==> src/rtl/lr_pkg.sv <==
package lr_pkg;
  typedef enum logic [1:0] {ST_WAIT, ST_UP, ST_FAIL} lr_state_e;
endpackage

==> src/rtl/lr_ctrl.sv <==
module lr_ctrl import lr_pkg::*; #(
  parameter int LW   = 64,
  parameter int NGRP = 4,
  parameter bit ADV  = 1'b1,
  parameter int PW   = LW + NGRP
) (
  input  logic          clk,
  input  logic          rst,
  input  logic          test_done,
  input  logic [PW-1:0] fault_map,
  output logic [LW-1:0] shift_q,
  output logic          half_q,
  output logic          hsel_q,
  output logic          beat_q,
  output logic          link_up,
  output logic          link_fail,
  output logic          done
);
  localparam int GW = LW / NGRP;
  localparam int GP = GW + 1;
  localparam int H  = LW / 2;

  logic [LW-1:0] nshift;
  logic          nhalf, nhsel, nbad;
  lr_state_e     state;

  generate
    if (ADV) begin : g_adv
      always_comb begin
        logic acc;
        nshift = '0;
        nbad   = 1'b0;
        nhalf  = 1'b0;
        nhsel  = 1'b0;
        for (int g = 0; g < NGRP; g++) begin
          acc = 1'b0;
          for (int j = 0; j < GW; j++) begin
            acc = acc | fault_map[g*GP+j];
            nshift[g*GW+j] = acc;
          end
          if ($countones(fault_map[g*GP +: GP]) > 1) nbad = 1'b1;
        end
      end
    end else begin : g_std
      logic lo_bad, hi_bad;
      assign lo_bad = |fault_map[H-1:0];
      assign hi_bad = |fault_map[LW-1:H];
      assign nshift = '0;
      assign nhalf  = lo_bad ^ hi_bad;
      assign nhsel  = lo_bad;
      assign nbad   = lo_bad & hi_bad;
    end
  endgenerate

  always_ff @(posedge clk) begin
    if (rst) begin
      state     <= ST_WAIT;
      shift_q   <= '0;
      half_q    <= 1'b0;
      hsel_q    <= 1'b0;
      beat_q    <= 1'b0;
      link_up   <= 1'b0;
      link_fail <= 1'b0;
      done      <= 1'b0;
    end else begin
      done <= 1'b0;
      case (state)
        ST_WAIT: if (test_done) begin
          if (nbad) begin
            state     <= ST_FAIL;
            link_fail <= 1'b1;
          end else begin
            state   <= ST_UP;
            link_up <= 1'b1;
            done    <= 1'b1;
            shift_q <= nshift;
            half_q  <= nhalf;
            hsel_q  <= nhsel;
          end
        end
        ST_UP: if (half_q) beat_q <= ~beat_q;
        default: ;
      endcase
    end
  end

  AST_CFG_STABLE: assert property (@(posedge clk) disable iff (rst)
    link_up |=> ($stable(shift_q) && $stable(half_q) && $stable(hsel_q)));
  AST_DONE_PULSE: assert property (@(posedge clk) disable iff (rst)
    done |=> !done);
  AST_FAIL_EXCL: assert property (@(posedge clk) disable iff (rst)
    !(link_fail && link_up));
  AST_BEAT_FULL: assert property (@(posedge clk) disable iff (rst)
    !half_q |-> !beat_q);
endmodule

==> src/rtl/lr_tx_map.sv <==
module lr_tx_map #(
  parameter int LW   = 64,
  parameter int NGRP = 4,
  parameter bit ADV  = 1'b1,
  parameter int PW   = LW + NGRP
) (
  input  logic          clk,
  input  logic          rst,
  input  logic          link_up,
  input  logic [LW-1:0] shift_q,
  input  logic          half_q,
  input  logic          hsel_q,
  input  logic          beat_q,
  input  logic [LW-1:0] tx_lanes,
  output logic [PW-1:0] tx_pins
);
  localparam int GW = LW / NGRP;
  localparam int GP = GW + 1;
  localparam int H  = LW / 2;

  logic [PW-1:0] nxt;

  generate
    if (ADV) begin : g_adv
      always_comb begin
        nxt = '0;
        for (int g = 0; g < NGRP; g++)
          for (int j = 0; j < GW; j++)
            if (shift_q[g*GW+j]) nxt[g*GP+j+1] = tx_lanes[g*GW+j];
            else                 nxt[g*GP+j]   = tx_lanes[g*GW+j];
      end
    end else begin : g_std
      logic [H-1:0] piece;
      assign piece = beat_q ? tx_lanes[LW-1:H] : tx_lanes[H-1:0];
      always_comb begin
        nxt = '0;
        if (!half_q)     nxt = tx_lanes;
        else if (hsel_q) nxt[LW-1:H] = piece;
        else             nxt[H-1:0]  = piece;
      end
      AST_DEAD_HALF: assert property (@(posedge clk) disable iff (rst)
        (link_up && half_q && hsel_q) |=> (tx_pins[H-1:0] == '0));
    end
  endgenerate

  always_ff @(posedge clk) begin
    if (rst || !link_up) tx_pins <= '0;
    else                 tx_pins <= nxt;
  end

  AST_TX_QUIET: assert property (@(posedge clk) disable iff (rst)
    !link_up |=> (tx_pins == '0));
endmodule

==> src/rtl/lr_rx_map.sv <==
module lr_rx_map #(
  parameter int LW   = 64,
  parameter int NGRP = 4,
  parameter bit ADV  = 1'b1,
  parameter int PW   = LW + NGRP
) (
  input  logic          clk,
  input  logic          rst,
  input  logic          link_up,
  input  logic [LW-1:0] shift_q,
  input  logic          half_q,
  input  logic          hsel_q,
  input  logic          beat_q,
  input  logic [PW-1:0] rx_pins,
  output logic [LW-1:0] rx_lanes,
  output logic          rx_valid
);
  localparam int GW = LW / NGRP;
  localparam int GP = GW + 1;
  localparam int H  = LW / 2;

  generate
    if (ADV) begin : g_adv
      logic [LW-1:0] sel;
      always_comb begin
        for (int g = 0; g < NGRP; g++)
          for (int j = 0; j < GW; j++)
            sel[g*GW+j] = shift_q[g*GW+j] ? rx_pins[g*GP+j+1] : rx_pins[g*GP+j];
      end
      always_ff @(posedge clk) begin
        if (rst || !link_up) begin
          rx_lanes <= '0;
          rx_valid <= 1'b0;
        end else begin
          rx_lanes <= sel;
          rx_valid <= 1'b1;
        end
      end
    end else begin : g_std
      logic [H-1:0] piece, low_buf;
      assign piece = hsel_q ? rx_pins[LW-1:H] : rx_pins[H-1:0];
      always_ff @(posedge clk) begin
        if (rst || !link_up) begin
          rx_lanes <= '0;
          rx_valid <= 1'b0;
          low_buf  <= '0;
        end else if (!half_q) begin
          rx_lanes <= rx_pins[LW-1:0];
          rx_valid <= 1'b1;
        end else if (!beat_q) begin
          low_buf  <= piece;
          rx_valid <= 1'b0;
        end else begin
          rx_lanes <= {piece, low_buf};
          rx_valid <= 1'b1;
        end
      end
      AST_RXV_ALT: assert property (@(posedge clk) disable iff (rst)
        (half_q && rx_valid) |=> !rx_valid);
    end
  endgenerate

  AST_RX_QUIET: assert property (@(posedge clk) disable iff (rst)
    !link_up |=> !rx_valid);
endmodule

==> src/rtl/lane_repair_remap.sv <==
module lane_repair_remap #(
  parameter int LW   = 64,
  parameter int NGRP = 4,
  parameter bit ADV  = 1'b1,
  localparam int PW  = ADV ? LW + NGRP : LW
) (
  input  logic          clk,
  input  logic          rst,
  input  logic          test_done,
  input  logic [PW-1:0] fault_map,
  input  logic [LW-1:0] tx_lanes,
  output logic [PW-1:0] tx_pins,
  input  logic [PW-1:0] rx_pins,
  output logic [LW-1:0] rx_lanes,
  output logic          rx_valid,
  output logic          tx_beat,
  output logic          half_width,
  output logic          link_up,
  output logic          link_fail,
  output logic          repair_done
);
  logic [LW-1:0] shift_q;
  logic          hsel_q;

  lr_ctrl #(.LW(LW), .NGRP(NGRP), .ADV(ADV), .PW(PW)) u_ctrl (
    .clk(clk), .rst(rst), .test_done(test_done), .fault_map(fault_map),
    .shift_q(shift_q), .half_q(half_width), .hsel_q(hsel_q), .beat_q(tx_beat),
    .link_up(link_up), .link_fail(link_fail), .done(repair_done));

  lr_tx_map #(.LW(LW), .NGRP(NGRP), .ADV(ADV), .PW(PW)) u_tx (
    .clk(clk), .rst(rst), .link_up(link_up), .shift_q(shift_q),
    .half_q(half_width), .hsel_q(hsel_q), .beat_q(tx_beat),
    .tx_lanes(tx_lanes), .tx_pins(tx_pins));

  lr_rx_map #(.LW(LW), .NGRP(NGRP), .ADV(ADV), .PW(PW)) u_rx (
    .clk(clk), .rst(rst), .link_up(link_up), .shift_q(shift_q),
    .half_q(half_width), .hsel_q(hsel_q), .beat_q(tx_beat),
    .rx_pins(rx_pins), .rx_lanes(rx_lanes), .rx_valid(rx_valid));

  AST_FAIL_STICKY: assert property (@(posedge clk) disable iff (rst)
    link_fail |=> (link_fail && !repair_done));
endmodule

==> config.mk <==
export PLATFORM = sky130hd
export DESIGN_NAME = lane_repair_remap
export DESIGN_NICKNAME = d
export VERILOG_FILES = /design/src/rtl/lr_pkg.sv /design/src/rtl/lr_ctrl.sv /design/src/rtl/lr_tx_map.sv /design/src/rtl/lr_rx_map.sv /design/src/rtl/lane_repair_remap.sv
export SDC_FILE = /design/constraint.sdc
export NUM_CORES = 1
export LEC_CHECK = 0
export CORE_AREA = 4 4 139 141
export CTS_BUF_LIST = sky130_fd_sc_hd__clkbuf_8 sky130_fd_sc_hd__clkbuf_16
export DETAILED_ROUTE_END_ITERATION = 10
export DIE_AREA = 0 0 143 145
export DONT_BUFFER_PORTS = 1
export PLACE_DENSITY = 0.67
export SYNTH_ARGS = -nofsm -noshare
export SYNTH_HDL_FRONTEND = slang
export SYNTH_SLANG_ARGS = --single-unit
==> constraint.sdc <==
create_clock -name clk -period 11 [get_ports clk]
set_input_delay 2.75 -clock clk [delete_from_list [all_inputs] [get_ports clk]]
set_output_delay 2.75 -clock clk [all_outputs]
set_load 0.01 [all_outputs]
After elaboration in Yosys (flattened, before gate mapping). Index checks and enable logic that the tools add are counted.

Multiplexer cells: 191. Bitwise gates (word level): 67. Add/subtract/negate cells: 64. Reduce and logical (&&, ||, !) cells: 15. $lt $le $gt $ge: 4.

Operators with widths (count): adder 32 bit (28); 2-to-1 mux 1 bit (190); adder 32 x 1 -> 32 bit (4); > comparator 32 x 2 -> 1 bit (second input constant) (4); adder 1 x 1 -> 2 bit (32); bitwise OR 1 bit (60); OR reduction 2 bit (8); inverter 1 bit (7); AND reduction 3 bit (2); OR reduction 3 bit (1); zero test 2 bit (1); 2-to-1 mux 2 bit (1); AND reduction 2 bit (1); zero test 1 bit (1); logical OR 1 bit (1).

Input port bits: 203. Flip-flop bits (word level): 202. Logic and storage cells: 357.

Logic depth before layout (Yosys ltp). Gate-level depths: netlist of the first run.

Depth in word-level cells: 15. Mapped depth: 19.

Cells and area by module. Synthesis of the first run repeated with hierarchy kept, for this count alone.

Cell total of the unflattened synthesis: 978. Area, all modules: 9311.4 um2.

Modules (own cells, without submodules): lr_ctrl (cells each 507, times used 1, sequential area each 1381.3 um2, area an instance 4488.1 um2); lr_tx_map (cells each 269, times used 1, sequential area each 1361.3 um2, area an instance 2551.2 um2); lr_rx_map (cells each 202, times used 1, sequential area each 1301.2 um2, area an instance 2272.2 um2).

Least setup slack after synthesis of the first run. OpenSTA, ideal clock, no wires.

Kind: in2reg. Start point: input port fault_map[31]. End point: register u_ctrl.shift_q[28]. Library setup time: 0.149 ns. Stages: 18. Path buffers: 2. Arrival: 7.163 ns. Slack: 3.688 ns. Path through: ha_1 inv_1 fa_1 inv_1 fa_1 fa_1 inv_1 fa_1 inv_1 ha_1 fa_1 nor4b_2 nand3_1 a2111oi_4 and3_1 buf_2 buf_4 a311oi_1.

Word-level cells in the longest chain between the ends: 11.

Ends and longest elaborated chain: start: declaration (RTL line lane_repair_remap.sv:10) `input logic [PW-1:0] fault_map,`; adder 1 x 1 -> 2 bit (RTL line lr_ctrl.sv:41) `if ($countones(fault_map[g*GP +: GP]) > 1) nbad = 1'b1;`; adder 32 bit (3 in series) (RTL line lr_ctrl.sv:41); adder 32 x 1 -> 32 bit (RTL line lr_ctrl.sv:41); > comparator 32 x 2 -> 1 bit (RTL line lr_ctrl.sv:41); 2-to-1 mux 1 bit (3 in series) (RTL line lr_ctrl.sv:41); inverter 1 bit (no source line); AND reduction 3 bit (no source line); end signal: assignment (RTL line lr_ctrl.sv:76) `shift_q <= nshift;`; end: declaration (RTL line lr_ctrl.sv:11) `output logic [LW-1:0] shift_q,`.

Every way passes these cells. A chain may end at the register's enable or synchronous reset.

Worst setup path in the final report of the first run.
Start point: input port fault_map[48]. End point: register u_ctrl.shift_q[29].

Word-level cells in the longest chain between the ends: 10.

Ends and longest elaborated chain (RTL line): adder 1 x 1 -> 2 bit (lr_ctrl.sv:41); adder 32 bit (3 in series) (lr_ctrl.sv:41); adder 32 x 1 -> 32 bit (lr_ctrl.sv:41); > comparator 32 x 2 -> 1 bit (lr_ctrl.sv:41); 2-to-1 mux 1 bit (2 in series) (lr_ctrl.sv:41); inverter 1 bit (no source line); AND reduction 3 bit (no source line).

Every way passes these cells.

==> results.json, run 1 <==
{
  "drc": 0,
  "synth_edf_count": 0,
  "final_cell_mix": "dfxtp_1 (202), inv_1 (116), nand3_1 (86)",
  "end_kind": "flip-flop",
  "grt_pass1_vias": 7216,
  "nets": 1309,
  "hold_violations": 0,
  "cts_buffer_depth": 3,
  "drive_gt1_share_pct": 5.68,
  "grt_pass1_wl_um": 39600,
  "min_path_type": "flip-flop to flip-flop",
  "crit_type": "primary input to flip-flop",
  "synth_top_area_share_pct": 41.5,
  "setup_violations": 0,
  "multi_input_area_sq_um": 5080,
  "max-cap-violations": 0,
  "synth_cells": 1025,
  "clock-sinks": 202,
  "htreeDepth": 1,
  "layout_commonest_cell": "dfxtp_1",
  "cts_tree": "built",
  "syn_to_final_growth_pct": 9.16,
  "ys.warnings.count": 0,
  "ys_ff_latch": 202,
  "cp-start-kind": "primary input",
  "clock_skew_ns": 0.0135,
  "clkSlewWorstSetupHoldPaths_ns": 0.06,
  "grt_setup_unrepaired": "no",
  "ios": 341,
  "syn_avg_cell_area_sq_um": 9.51,
  "cp.required_ns": 11.30,
  "total_power_uw": 2050,
  "first_pass_iters": 5,
  "core_region_area_sq_um": 18000,
  "ir_drop_v": 0.000234,
  "vias_per_cell": 5.74,
  "setup_tns_ns": 0,
  "grt_max_degree": 87,
  "dpl_cell_area_sq_um": 9870,
  "status": "complete, no violations",
  "drt_wl_total_um": 25100,
  "yosysTopAreaCell": "dfxtp_1",
  "synth.area.top_cells": "dfxtp_1 (42%), fa_1 (9.9%), ha_1 (6.7%)",
  "seq_area_sq_um": 4040,
  "cts_setup_buffers": 0,
  "fillers": 1544,
  "gp_congestion": 0.798,
  "clk_latency_ns": 0.50,
  "path_max_fanout": 29,
  "antenna_found_initial": 1,
  "ys_seq_area_share_pct": 41.5,
  "synth_ff_type": "dfxtp_1",
  "synthArstFlopShare_pct": 0,
  "routedWlPerCell_um": 20.1,
  "num_vias": 7181,
  "final_area_sq_um": 10600,
  "r2r_setup_slack_ns": 8.60,
  "fmax_mhz": 123,
  "grt_usage_pct": 23.5,
  "slew_viol_final": 0,
  "powerDensity_nw_per_um2": 193,
  "post-route-min-period_ns": 8.12,
  "row_count": 49,
  "overflow": 0,
  "relSlewSlack_pct": 21.5,
  "final_core_util_pct": 59.2,
  "die_w_um": 143,
  "start_util_pct": 54.2,
  "whs_ns": 0.491,
  "die_h_um": 145,
  "dpl.hpwl_um": 19000,
  "arrival_ns": 8.42,
  "min_period_over_period_pct": 73.8,
  "drtAntennaViolNets": 0,
  "tightest_slew_ns": 1.18,
  "drt_iter0_drc": 382,
  "cts-root-buf": "clkbuf_16",
  "yosysUniqueCellTypes": 50,
  "p_leak_uw": 0.00419,
  "ctsHoldBuffers": 0,
  "cts_made_buffers": 22,
  "port_buffers": 0,
  "post_cts_resized": 0,
  "syn-cell-area_sq_um": 9740,
  "antenna_cells": 0,
  "die-area_sq_um": 20700
}
-- cell type report --
cell class	instances	area share, %
Tap cell	229	2.69
Multi-Input combinational cell	664	47.8
Clock inverter	11	1.16
Sequential cell	202	38.0
Timing Repair Buffer	5	0.353
Inverter	111	3.92
Clock buffer	28	6.06
-- registers in the layout, summed over array words and instances (netlist names) --
| name | count |
|---|---|
| u_tx.tx_pins | 68 |
| u_ctrl.shift_q | 64 |
| u_rx.rx_lanes | 64 |
| u_ctrl.state | 2 |
| u_ctrl.done | 1 |
| u_ctrl.link_fail | 1 |
| u_ctrl.link_up | 1 |
| u_rx.rx_valid | 1 |
-- cells in the mapped netlist (14+ instances only) --
master    instances
nand3_1          86
dfxtp_1         202
ha_1             52
inv_1           111
clkbuf_1         29
nand2_1          17
a31oi_1          30
nor2_1           78
a21oi_1          83
mux2i_1          64
nand2b_1         63
o21ai_0          31
fa_1             48
a211oi_1         14
-- where the power goes --
part	leakage, uW	switching, uW	internal, uW	total (uW)
logic	0.00216	347	198	545
clock network	0.000400	283	480	764
registers	0.00163	4.55	735	740
-- per-stage QoR --
step                      worst slack [ns]  cells
after global routing                  2.54   1250
final                                 2.88   1250
after CTS                             2.90   1250
after floorplan                       3.69   1026
after detailed placement              2.41   1211
after global placement                2.50   1211
-- kinds of logic (layout without fill, tap and decap cells) --
logic type	count (synthesis)	count (layout)	share of synthesized area, %
buffers and inverters	160	155	6.50
AOI/OAI and AO/OA	197	197	12.4
DFF	202	202	41.5
adders and majority gates	100	100	16.5
other	1	2	0.0385
and+or+nand+nor	301	301	16.4
muxes	64	64	6.58
-- path summary, 6_finish.rpt --
path                    from            endpoint  depth (start not counted)
max            fault_map[48]  u_ctrl.shift_q[29]                         17
min          u_ctrl.state[1]     u_ctrl.state[1]                          1
max reg2reg  u_ctrl.state[1]  u_ctrl.shift_q[29]                          3
min reg2reg  u_ctrl.state[1]     u_ctrl.state[1]                          1
-- per-layer routing --
layer / wire (um) / up-vias / share of wire [%] / global-route usage (%)
met5: 13 / - / 0.052 / 0
met4: 594 / 2 / 2.4 / 6.32
met3: 2490 / 34 / 9.9 / 8.23
met2: 12800 / 257 / 51 / 40.9
met1: 9230 / 3419 / 37 / 27.4
li1: - / 3469 / - / -
-- critical path, stage by stage --
cell and delay (ns):
ha_1 0.25, inv_1 0.05, fa_1 0.54, inv_1 0.06
fa_1 0.44, fa_1 0.51, inv_1 0.06, fa_1 0.46
inv_1 0.07, ha_1 0.18, inv_1 0.06, fa_1 0.38
a211o_1 0.28, nand2_1 0.09, and3_1 0.94, and3_1 1.08
a311oi_1 0.21
Power figures use the tool's default switching activity.
==> run 2: changes to the inputs <==
- PLACE_DENSITY: 0.67 -> 0.7
- clock period: 11 -> 6.6 ns (I/O delays scaled with it)
==> results.json, run 2 (synthesized netlist as in run 1, its figures left out) <==
{
  "cts_setup_buffers": 0,
  "num_vias": 7234,
  "clkSlewWorstSetupHoldPaths_ns": 0.06,
  "min_from": "u_ctrl.state[0]",
  "relSlewSlack_pct": 18.6,
  "setup_violations": 0,
  "dpl.hpwl_um": 19700,
  "cts_buffer_depth": 3,
  "drtAntennaViolNets": 0,
  "rr_startpoint": "u_ctrl.state[1]",
  "cts_tree": "built",
  "grt_max_degree": 92,
  "drt_iter0_drc": 279,
  "layout_commonest_cell": "dfxtp_1",
  "dpl_cell_area_sq_um": 9990,
  "clk_latency_ns": 0.51,
  "final_cell_mix": "dfxtp_1 (202), inv_1 (113), nand3_1 (86)",
  "top_register": "u_tx.tx_pins",
  "core_region_area_sq_um": 18000,
  "ios": 341,
  "startpoint": "fault_map[65]",
  "setup_tns_ns": 0,
  "path_max_fanout": 26,
  "hold_violations": 0,
  "overflow": 0,
  "cts_made_buffers": 22,
  "first_pass_iters": 5,
  "drive_gt1_share_pct": 7.16,
  "grt_usage_pct": 23.5,
  "cp.required_ns": 7.00,
  "drc": 0,
  "p_leak_uw": 0.00422,
  "row_count": 49,
  "tightest_slew_ns": 1.22,
  "final_area_sq_um": 10700,
  "cts-root-buf": "clkbuf_16",
  "slew_viol_final": 0,
  "grt_setup_unrepaired": "no",
  "syn_to_final_growth_pct": 9.95,
  "fillers": 1562,
  "grt_pass1_vias": 7268,
  "min_path_cells": 1,
  "powerDensity_nw_per_um2": 315,
  "path_depth": 19,
  "nets": 1321,
  "reg2reg_depth": 7,
  "start_util_pct": 54.2,
  "ir_drop_v": 0.000274,
  "die-area_sq_um": 20700,
  "clock-sinks": 202,
  "post-route-min-period_ns": 6.05,
  "largest_reg_flops": 68,
  "gp_congestion": 0.810,
  "drt_wl_total_um": 25100,
  "htreeDepth": 1,
  "ctsHoldBuffers": 0,
  "port_buffers": 0,
  "clock_skew_ns": 0.0181,
  "end_kind": "flip-flop",
  "die_h_um": 145,
  "min_path_type": "flip-flop to flip-flop",
  "post_cts_resized": 0,
  "antenna_found_initial": 2,
  "die_w_um": 143,
  "antenna_cells": 0,
  "grt_pass1_wl_um": 39800,
  "cp_top_family": "adder cells",
  "fmax_mhz": 165,
  "min_period_over_period_pct": 91.7,
  "top_regs": "u_tx.tx_pins (68), u_ctrl.shift_q (64), u_rx.rx_lanes (64)",
  "crit_type": "primary input to flip-flop",
  "vias_per_cell": 5.73,
  "routedWlPerCell_um": 19.9,
  "arrival_ns": 6.46,
  "cp-start-kind": "primary input",
  "max-cap-violations": 0,
  "slowest_stage": "fa_1",
  "status": "complete, no violations",
  "slowest_delay_ns": 0.55,
  "whs_ns": 0.485,
  "worst-path-buf-inv": 7,
  "path_cells": "ha_1 > fa_1 > inv_1 > fa_1 > inv_1 > fa_1 > inv_1 > fa_1 > inv_1 > ha_1 > inv_1 > fa_1 > nor4b_2 > nand3_1 > buf_4 > a2111oi_4 > buf_4 > a31oi_1 > a311oi_1"
}
run 2: cell count changes in the layout (fill, tap and decap cells not counted), sizes merged:
cell and change:
bufinv -3, clkinvlp +2, buf +12, clkinv +3, inv -1
run 2: per-stage QoR:
stage               worst slack, ns  total power [uW]  instances  util, %
detailed placement           0.0256              2220       1223     55.6
finish                        0.547              3380       1263     59.6
global placement             0.0944              2200       1223     55.6
global route                  0.206              3620       1263     59.6
CTS                           0.536              3410       1263     59.6
floorplan                     0.388              1960       1026        -
run 2: cell type report:
cell class,instances,area [sq um],share of cell area (%)
Sequential cell,202,4040,37.7
Clock inverter,12,85.1,0.794
Timing Repair Buffer,17,165,1.54
Clock buffer,28,633,5.91
Inverter,111,417,3.89
Tap cell,229,287,2.67
Multi-Input combinational cell,664,5080,47.4
run 2: worst paths after layout:
kind                   endpoint  slack, ns
max          u_ctrl.shift_q[39]       0.55
min reg2reg     u_ctrl.state[0]       0.48
min             u_ctrl.state[0]       0.48
max reg2reg  u_ctrl.shift_q[63]       3.97
run 2: report_power, final:
group	switching [uW]	leakage (uW)	internal, uW	total (uW)
clock	497	0.000361	684	1180
sequential	7.75	0.00163	1230	1230
combinational	591	0.00224	374	965
total	1100	0.00422	2280	3380
run 2: metal layers:
metal  share of wire [%]  routed length (um)  vias to the layer above  track usage [%]
met5                0.14                  34                        -                0
met4                 2.3                 582                        4             6.32
met3                  10                2630                       43             7.60
met2                  50               12700                      281             41.3
met1                  37                9230                     3397             27.5
li1                    -                   -                     3509                -
==> run 3: changes to the inputs <==
- CORE_AREA: 4 4 139 141 -> 4 4 160 162
- DIE_AREA: 0 0 143 145 -> 0 0 164 166
- DONT_BUFFER_PORTS: 1 -> unset
- PLACE_DENSITY: 0.7 -> 0.74
==> results.json, run 3 (synthesized netlist as in run 1, its figures left out) <==
{
  "status": "complete, no violations",
  "slowest_delay_ns": 0.54,
  "overflow": 0,
  "num_vias": 8795,
  "startpoint": "fault_map[31]",
  "die-area_sq_um": 27200,
  "port_buffers": 338,
  "power_frac_clock_pct": 32.3,
  "clock-sinks": 202,
  "routedWlPerCell_um": 17.5,
  "powerDensity_nw_per_um2": 247,
  "fillers": 2065,
  "min_path_type": "flip-flop to flip-flop",
  "start_util_pct": 40.4,
  "die_w_um": 164,
  "r2r_setup_slack_ns": 4.17,
  "cts_buffer_depth": 3,
  "arrival_ns": 6.81,
  "p_leak_uw": 0.00574,
  "final_core_util_pct": 60.5,
  "grt_usage_pct": 21.5,
  "hold_violations": 0,
  "worst-path-buf-inv": 8,
  "layout_commonest_cell": "clkdlybuf4s50_1",
  "min_path_cells": 1,
  "setup_tns_ns": 0,
  "clock_skew_ns": 0.0173,
  "drive_gt1_share_pct": 8.40,
  "clkSlewWorstSetupHoldPaths_ns": 0.06,
  "grt_setup_unrepaired": "yes",
  "grt_pass1_vias": 8835,
  "ir_drop_v": 0.000175,
  "whs_ns": 0.495,
  "cp.required_ns": 7.02,
  "antenna_found_initial": 3,
  "cp-start-kind": "primary input",
  "min_from": "u_ctrl.state[1]",
  "path_max_fanout": 13,
  "htreeDepth": 1,
  "cp_common_cell": "fa_1",
  "nets": 1711,
  "ios": 341,
  "drc": 0,
  "dp_slack_ns": -0.484,
  "dpl.hpwl_um": 24100,
  "first_pass_iters": 6,
  "path_cells": "clkdlybuf4s50_1 > ha_1 > inv_1 > fa_1 > inv_1 > fa_1 > fa_1 > inv_1 > fa_1 > inv_1 > ha_1 > fa_1 > nor4b_4 > nand3_1 > buf_4 > a2111oi_4 > buf_4 > buf_4 > a31oi_1 > a311oi_1",
  "top_regs": "u_tx.tx_pins (68), u_ctrl.shift_q (64), u_rx.rx_lanes (64)",
  "drt_wl_total_um": 30500,
  "final_area_sq_um": 14600,
  "switching_share_pct": 32.0,
  "vias_per_cell": 5.05,
  "cts_made_buffers": 23,
  "core_region_area_sq_um": 24100,
  "max-cap-violations": 0,
  "rr_startpoint": "u_ctrl.state[1]",
  "syn_to_final_growth_pct": 49.8,
  "largest_reg_flops": 68,
  "cts_tree": "built",
  "row_count": 57,
  "slowest_stage": "fa_1",
  "setup_violations": 0,
  "antenna_cells": 0,
  "grt_max_degree": 79,
  "rr_endpoint": "u_ctrl.shift_q[58]",
  "internal-power_uw": 2450,
  "cp_top_family": "adder cells",
  "combinationalPowerShare_pct": 33.5,
  "post-route-min-period_ns": 6.39,
  "dpl_cell_area_sq_um": 13800,
  "clk_latency_ns": 0.52,
  "slew_viol_final": 0,
  "grt_pass1_wl_um": 47500,
  "crit_type": "primary input to flip-flop",
  "fmax_mhz": 157,
  "reg2reg_depth": 5,
  "end_kind": "flip-flop",
  "drt_iter0_drc": 488,
  "worst_slack_ns": 0.212,
  "tightest_slew_ns": 1.16,
  "switching_power_uw": 1150,
  "hold-path-endpoint": "u_ctrl.state[1]",
  "top_register": "u_tx.tx_pins",
  "drtAntennaViolNets": 0,
  "gp_congestion": 0.837,
  "power_frac_seq_pct": 34.2,
  "min_period_over_period_pct": 96.8,
  "die_h_um": 166,
  "final_cell_mix": "clkdlybuf4s50_1 (336), dfxtp_1 (202), inv_1 (116)",
  "relSlewSlack_pct": 22.3,
  "cts-root-buf": "clkbuf_16"
}
==> run 3: per-layer routing <==
metal | track usage [%] | up-vias | part of all wire, %
li1 | - | 4301 | -
met1 | 24.8 | 4141 | 39
met2 | 39.2 | 303 | 51
met3 | 5.71 | 44 | 8.4
met4 | 5.29 | 6 | 2.0
met5 | 0 | - | 0.11
==> run 3: final cells by class <==
class / count / area [sq um] / area share, %
Sequential cell: 202 / 4040 / 27.7
Inverter: 111 / 417 / 2.86
Timing Repair Buffer: 406 / 3940 / 27.0
Multi-Input combinational cell: 664 / 5110 / 35.0
Clock inverter: 7 / 46.3 / 0.317
Tap cell: 324 / 405 / 2.78
Clock buffer: 27 / 631 / 4.32
==> run 3: per-stage QoR <==
step | total power, uW | std cells
global placement | 2410 | 1704
floorplan | 1960 | 1026
finish | 3600 | 1741
global route | 3830 | 1741
CTS | 3600 | 1738
detailed placement | 2430 | 1704
==> run 3: worst reg2reg max path: stages (launching register included) <==
cell and delay [ns]:
dfxtp_1 0.32, nor3b_2 0.93, nand4_1 0.30, buf_4 0.28
a2111oi_0 0.38, a31o_2 0.17
==> run 3: worst max-delay path by stage <==
stage                              end  depth (start not counted)  slack [ns]
global route        u_ctrl.shift_q[50]                         20       -0.03
global placement    u_ctrl.shift_q[29]                         20       -0.37
floorplan           u_ctrl.shift_q[28]                         18        0.39
CTS                 u_ctrl.shift_q[28]                         20        0.03
detailed placement  u_ctrl.shift_q[28]                         19       -0.48
finish              u_ctrl.shift_q[31]                         20        0.21
==> run 3: power groups by stage <==
stage / registers (uW) / clock network, uW / logic, uW
2_1_floorplan: 1260 / 0 / 706
3_3_place_gp: 1260 / 0 / 1150
3_5_place_dp: 1260 / 0 / 1170
4_1_cts: 1230 / 1190 / 1180
5_1_grt: 1230 / 1240 / 1360
6_report: 1230 / 1160 / 1210
==> run 3: timing repair <==
action,in CTS,in global routing
endpoints found under the setup margin,0,66
endpoints found under the hold margin,0,0
setup buffers,0,2
hold buffers,0,0
resized for setup,0,14
